--- config.mk ---
export PLATFORM = sky130hd
export DESIGN_NAME = smb_regif
export DESIGN_NICKNAME = d
export VERILOG_FILES = /design/src/rtl/smb_pkg.sv /design/src/rtl/smb_line_sync.sv /design/src/rtl/smb_regfile.sv /design/src/rtl/smb_regif.sv
export SDC_FILE = /design/constraint.sdc
export NUM_CORES = 1
export LEC_CHECK = 0
export ABC_CLOCK_PERIOD_IN_PS = 2800
export BUFFER_PORTS_ARGS = -buffer_cell sky130_fd_sc_hd__clkbuf_2
export CORE_MARGIN = 2
export CORE_UTILIZATION = 50
export CTS_CLUSTER_SIZE = 24
export DETAILED_ROUTE_END_ITERATION = 8
export GPL_TIMING_DRIVEN = 0
export PLACE_DENSITY = 0.77
export SYNTH_ARGS = -nofsm -noshare
export SYNTH_HDL_FRONTEND = slang
export SYNTH_SLANG_ARGS = --single-unit
export TNS_END_PERCENT = 10
--- constraint.sdc ---
create_clock -name clk -period 2.8 [get_ports clk]
set_input_delay 0.56 -clock clk [delete_from_list [all_inputs] [get_ports clk]]
set_output_delay 0.56 -clock clk [all_outputs]
set_load 0.005 [all_outputs]
--- src/rtl/smb_pkg.sv ---
package smb_pkg;

  typedef enum logic [2:0] {
    ST_IDLE, ST_RXADR, ST_ACK, ST_RXDAT, ST_TX, ST_MACK, ST_SKIP
  } smb_state_e;

  typedef enum logic [1:0] {M_WR, M_RD, M_ARA} smb_mode_e;

  localparam logic [4:0] DEV_HI   = 5'b01011;
  localparam logic [6:0] ARA_ADDR = 7'b0001100;
  localparam logic [7:0] ID_ADDR  = 8'h3E;
  localparam logic [7:0] ID_VAL   = 8'h41;
  localparam logic [7:0] VER_ADDR = 8'h3F;

  // strap code: 00 ground, 01 open, 10 supply, 11 treated as open
  function automatic logic [1:0] strap_to_lo(input logic [1:0] lvl);
    case (lvl)
      2'b00:   return 2'b00;
      2'b10:   return 2'b01;
      default: return 2'b10;
    endcase
  endfunction

  function automatic logic [6:0] dev_addr(input logic [1:0] lo);
    return {DEV_HI, lo};
  endfunction

endpackage

--- src/rtl/smb_line_sync.sv ---
module smb_line_sync #(
  parameter int LINES  = 2,
  parameter int STAGES = 2
) (
  input  logic             clk,
  input  logic             rst_n,
  input  logic [LINES-1:0] raw,
  output logic [LINES-1:0] lvl,
  output logic [LINES-1:0] rise,
  output logic [LINES-1:0] fall
);
  for (genvar i = 0; i < LINES; i++) begin : g_line
    logic [STAGES-1:0] chain;
    logic              prev;
    always_ff @(posedge clk or negedge rst_n) begin
      if (!rst_n) begin
        chain <= '1;
        prev  <= 1'b1;
      end else begin
        chain <= {chain[STAGES-2:0], raw[i]};
        prev  <= chain[STAGES-1];
      end
    end
    assign lvl[i]  = chain[STAGES-1];
    assign rise[i] = chain[STAGES-1] & ~prev;
    assign fall[i] = ~chain[STAGES-1] & prev;
  end
endmodule

--- src/rtl/smb_regfile.sv ---
module smb_regfile #(
  parameter int         RW_REGS = 8,
  parameter logic [3:0] VERSION = 4'h3
) (
  input  logic       clk,
  input  logic       rst_n,
  input  logic       wr_en,
  input  logic [7:0] addr,
  input  logic [7:0] wdata,
  output logic [7:0] rdata
);
  import smb_pkg::*;
  localparam int         IW     = (RW_REGS > 1) ? $clog2(RW_REGS) : 1;
  localparam logic [7:0] RW_LIM = 8'(RW_REGS);

  logic [7:0] regs [RW_REGS];
  logic       in_rw;
  assign in_rw = (addr < RW_LIM);

  always_ff @(posedge clk or negedge rst_n) begin
    if (!rst_n) begin
      for (int i = 0; i < RW_REGS; i++) regs[i] <= 8'h00;
    end else if (wr_en && in_rw) begin
      regs[addr[IW-1:0]] <= wdata;
    end
  end

  always_comb begin
    if (in_rw)                 rdata = regs[addr[IW-1:0]];
    else if (addr == ID_ADDR)  rdata = ID_VAL;
    else if (addr == VER_ADDR) rdata = {4'h0, VERSION};
    else                       rdata = 8'h00;
  end
endmodule

--- src/rtl/smb_regif.sv ---
module smb_regif #(
  parameter int         RW_REGS     = 8,
  parameter logic [3:0] VERSION     = 4'h3,
  parameter int         SYNC_STAGES = 2
) (
  input  logic       clk,
  input  logic       rst_n,
  input  logic       scl_in,
  input  logic       sda_in,
  output logic       sda_oe,
  input  logic [1:0] strap_lvl,
  input  logic       alert_req,
  output logic       alert_done
);
  import smb_pkg::*;

  logic [1:0] lvl, rise, fall;
  smb_line_sync #(.LINES(2), .STAGES(SYNC_STAGES)) u_sync (
    .clk(clk), .rst_n(rst_n), .raw({scl_in, sda_in}),
    .lvl(lvl), .rise(rise), .fall(fall)
  );

  // named bus events
  logic scl_s, sda_s, scl_rise, scl_fall, ev_start, ev_stop;
  assign scl_s    = lvl[1];
  assign sda_s    = lvl[0];
  assign scl_rise = rise[1];
  assign scl_fall = fall[1];
  assign ev_start = fall[0] & scl_s;
  assign ev_stop  = rise[0] & scl_s;

  smb_state_e st;
  smb_mode_e  mode;
  logic [7:0] sh, tx, ptr;
  logic [3:0] cnt;
  logic       first_b, strap_done, mack, oe_r, done_r;
  logic [1:0] addr_lo;
  logic [6:0] own_addr;
  logic       byte_in, wr_en, bus_idle;
  logic [7:0] rdata;

  assign own_addr = dev_addr(addr_lo);
  assign byte_in  = scl_fall && (cnt == 4'd8);
  assign wr_en    = (st == ST_RXDAT) && byte_in && !first_b;
  assign bus_idle = (st == ST_IDLE);

  smb_regfile #(.RW_REGS(RW_REGS), .VERSION(VERSION)) u_regs (
    .clk(clk), .rst_n(rst_n), .wr_en(wr_en), .addr(ptr),
    .wdata(sh), .rdata(rdata)
  );

  // strap captured once per reset
  always_ff @(posedge clk or negedge rst_n) begin
    if (!rst_n) begin
      strap_done <= 1'b0;
      addr_lo    <= 2'b00;
    end else if (!strap_done && ev_start) begin
      strap_done <= 1'b1;
      addr_lo    <= strap_to_lo(strap_lvl);
    end
  end

  always_ff @(posedge clk or negedge rst_n) begin
    if (!rst_n) begin
      st <= ST_IDLE; mode <= M_WR; sh <= '0; tx <= '0; ptr <= '0;
      cnt <= '0; first_b <= 1'b0; mack <= 1'b0; oe_r <= 1'b0; done_r <= 1'b0;
    end else begin
      done_r <= 1'b0;
      if (ev_start) begin
        st <= ST_RXADR; cnt <= '0; oe_r <= 1'b0;
      end else if (ev_stop) begin
        st <= ST_IDLE; oe_r <= 1'b0;
      end else begin
        case (st)
          ST_RXADR, ST_RXDAT: begin
            if (scl_rise && cnt < 4'd8) begin
              sh  <= {sh[6:0], sda_s};
              cnt <= cnt + 4'd1;
            end
            if (byte_in) begin
              cnt <= '0;
              if (st == ST_RXDAT) begin
                if (first_b) ptr <= sh;
                first_b <= 1'b0;
                oe_r    <= 1'b1;
                st      <= ST_ACK;
              end else if (sh[7:1] == own_addr) begin
                mode    <= sh[0] ? M_RD : M_WR;
                first_b <= 1'b1;
                oe_r    <= 1'b1;
                st      <= ST_ACK;
              end else if (sh[7:1] == ARA_ADDR && sh[0] && alert_req) begin
                mode <= M_ARA;
                oe_r <= 1'b1;
                st   <= ST_ACK;
              end else begin
                st <= ST_SKIP;
              end
            end
          end
          ST_ACK: if (scl_fall) begin
            case (mode)
              M_RD: begin
                tx <= rdata; oe_r <= ~rdata[7]; st <= ST_TX;
              end
              M_ARA: begin
                tx <= {own_addr, 1'b0}; oe_r <= ~own_addr[6]; st <= ST_TX;
              end
              default: begin
                oe_r <= 1'b0; st <= ST_RXDAT;
              end
            endcase
          end
          ST_TX: begin
            if (scl_rise) begin
              cnt <= cnt + 4'd1;
              if (mode == M_ARA && tx[7] && !sda_s) st <= ST_SKIP;
            end else if (scl_fall) begin
              if (cnt == 4'd8) begin
                cnt <= '0; oe_r <= 1'b0; st <= ST_MACK;
                if (mode == M_ARA) done_r <= 1'b1;
              end else begin
                tx   <= {tx[6:0], 1'b0};
                oe_r <= ~tx[6];
              end
            end
          end
          ST_MACK: begin
            if (scl_rise) mack <= ~sda_s;
            if (scl_fall) begin
              if (mack && mode == M_RD) begin
                tx <= rdata; oe_r <= ~rdata[7]; st <= ST_TX;
              end else begin
                st <= ST_SKIP;
              end
            end
          end
          default: ;
        endcase
      end
    end
  end

  assign sda_oe     = oe_r;
  assign alert_done = done_r;

endmodule

==> results.toml <==
[yosys]
synthTopCellsByArea = "dfrtp_1, mux2_2, dfstp_2"
synth_sequential_area_ratio_pct = 50.95
count_of_mapped_cells_out_of_synthesis = 449
yosys_most_used_dff = "dfrtp_1"
asyncSetResetFlopFracSynth_pct = 100.0
synth.net_count = 462
yosys.area.top_type_share_pct = 48.04
post-synth-top-area-cell = "dfrtp_1"
synthMostInstantiatedCell = "dfrtp_1"
ys_top_cells_by_count = "dfrtp_1, mux2_2, nand2_1"
synth_cell_type_count = 61
number_of_enable_type_register_cells_in_the_synthesized_netlist = 0
mappedNetlistArea_um2 = 5418
syn_avg_cell_area_um2 = 12.07
synthesis_warnings = 0
yosys_register_bits = 110

[drt]
wl_per_cell_um = 20.02
drt_iter0_drc = 311
met1Wirelength_um = 5346
maxUsedRoutingLayer = "met4"
firstDrtPassIters = 5
routed_length_on_met2_um = 6105
ant_nets = 0
detail_route.wirelength_um = 12330
remaining_drc_errors = 0
number_of_vias_after_detailed_routing = 3808
via_per_inst = 6.182
met3_length_um = 594

[grt]
grt_pass1_vias = 3791
grt_max_degree = 111
wire_length_of_the_first_global_routing_pass_um = 20250
grt_antenna_before_repair = 0
aggregate_global_routing_overflow = 0
total_track_usage_pct = 22.86

[timing]
worst_slew_pin_slew_ns = 0.8448
setup_repair_after_global_routing_missed_its_margin = "true"
maxSlewHeadroom_pct = 43.68
final_hold_viol_count = 0
min_period_ns = 2.767
period_share_pct = 98.83
finalClockSkew_ns = 0.01163
fmax_mhz = 361.4
final-max-slew-violation-count = 0
setup_tns_ns = 0
report.final.setup_viol = 0

[placed_design]
number_of_port_buffers = 8
dpl.cell_count = 597
place_congestion = 0.9144
detailed_place_hpwl_um = 8385

[clock_tree]
cts.clk_slew.worst_paths_ns = 0.09
cts-root-buf = "clkbuf_8"
post_cts_hold_buffer_count = 0
insertion_delay_ns = 0.38
number_of_buffers_between_clock_root_and_the_deepest_sink = 2
tritoncts = "yes"
cts-buffers-inserted = 9
clock_sinks = 110
cts-htree-levels = 3

[die]
top_level_ports = 9
die_h_um = 108.1
die-width_um = 108.1
rows = 38
coreArea_um2 = 10700
start_util_pct = 50.64
floorplan.die_area_um2 = 11680

[cells_and_area]
n_antenna_cell = 0
stdcell_count = 616
finalNetCount = 484
post_route_cells_drive_above_1_share_pct = 29.41
fillers = 895
area_delta_synth_final_pct = 9.584

[setup_path]
critPathKind = "reg2reg"
endpoint_kind = "register"
cp_max_fo = 8
timing.critical_path.arrival_ns = 3.03
worstSetupStartpointType = "register"
worst_ep_required_time_ns = 3.06

[power_and_ir_drop]
ir_worst_vdd_v = 0.0003646
static-leakage-power_uw = 0.002711
power_per_cell_area_nw_per_um2 = 644.6

[run]
cap_viol_max_count = 0

[min_path]
hold_path_class = "in2reg"

[outcome]
run_status = "complete, no violations"
## layer usage
metal,track usage (%),vias to the layer above
li1,-,1692
met1,29.71,1958
met2,38.27,135
met3,4.641,23
met4,7.875,0
met5,0,-
## path summary, 6_finish.rpt
kind | from | end | slack (ns) | cells past startpoint
worst max-delay path | u_sync.g_line[1].prev | u_regs.regs[6] | 0.03 | 6
worst min-delay path | scl_in | u_sync.g_line[1].chain[0] | 0.26 | 1
worst max register to register | u_sync.g_line[1].prev | u_regs.regs[6] | 0.03 | 6
worst min register to register | u_sync.g_line[0].chain[0] | u_sync.g_line[0].chain[1] | 0.36 | 0
max in group asynchronous | rst_n | sh[5] | 1.94 | 1
min in group asynchronous | rst_n | strap_done | 0.29 | 1
## cells in the final DEF (no fill, tap or decap), drive strengths merged, types with 5 or more instances in the layout
cell type	synthesis	final
a211oi	6	6
a21oi	13	13
a31oi	7	7
buf	5	8
clkbuf	21	40
dfrtp	104	104
dfstp	6	6
ha	6	6
inv	12	13
mux2	86	86
mux2i	13	13
mux4	6	6
nand2	29	29
nand2b	7	7
nand3	8	8
nor2	22	22
nor2b	8	8
nor3	7	7
nor3b	6	6
o21ai	12	12
o22ai	5	5
## what timing repair did
action / CTS / global route
setup buffers: 2 / 1
resized for setup: 0 / 4
setup endpoints to repair: 33 / 66
pin swaps: 1 / 0
## cell type report
type / instances / area, um2 / area share, %
inverter: 12 / 45.04 / 0.7587
multi-input combinational: 301 / 2524 / 42.51
buffer: 26 / 103.9 / 1.749
clock inverter: 5 / 103.9 / 1.749
sequential: 110 / 2760 / 46.49
timing repair buffer: 11 / 83.83 / 1.412
tap: 140 / 175.2 / 2.950
clock buffer: 11 / 141.4 / 2.381
## flip-flops by register name, summed over array words and instances (netlist names)
register             count
mode                     2
ptr                      8
tx                       8
sh                       8
u_regs.regs             64
alert_done               1
sda_oe                   1
u_sync.g_line.chain      4
addr_lo                  2
cnt                      4
u_sync.g_line.prev       2
first_b                  1
strap_done               1
mack                     1
st                       3
## critical path, cell delays in order (launching register included)
cell      delay, ns
dfstp_2        0.54
ha_1           0.12
buf_2          0.18
nand4b_4       0.19
nor4_1         0.64
nand3_1        0.54
mux2_2         0.43
## cell families after synthesis
| group | synth area share, % |
|---|---|
| buffers and inverters | 2.725 |
| adders and majority gates | 1.386 |
| DFF | 50.95 |
| xor gates and xnor gates | 0.4851 |
| AOI/OAI and AO/OA | 8.822 |
| and+or+nand+nor | 12.31 |
| muxes | 23.33 |
## through the flow
stage,power (uW),instance area (um2),util [%],hold slack [ns],worst slack [ns]
CTS,3816,5902,55.17,0.2443,-0.05196
finish,3827,5937,55.50,0.2592,0.03264
detailed placement,2666,5642,52.74,0.3468,-0.06375
global route,4024,5937,55.50,0.2436,-0.07413
global placement,2645,5633,52.65,0.3485,-0.2740
floorplan,2414,5418,-,0.2644,0.3457
## report_power, final
group / internal (uW) / switching, uW
combinational: 327 / 554
clock: 621 / 527
sequential: 1700 / 98.4
Note: power is estimated with default switching activity, not from simulation.
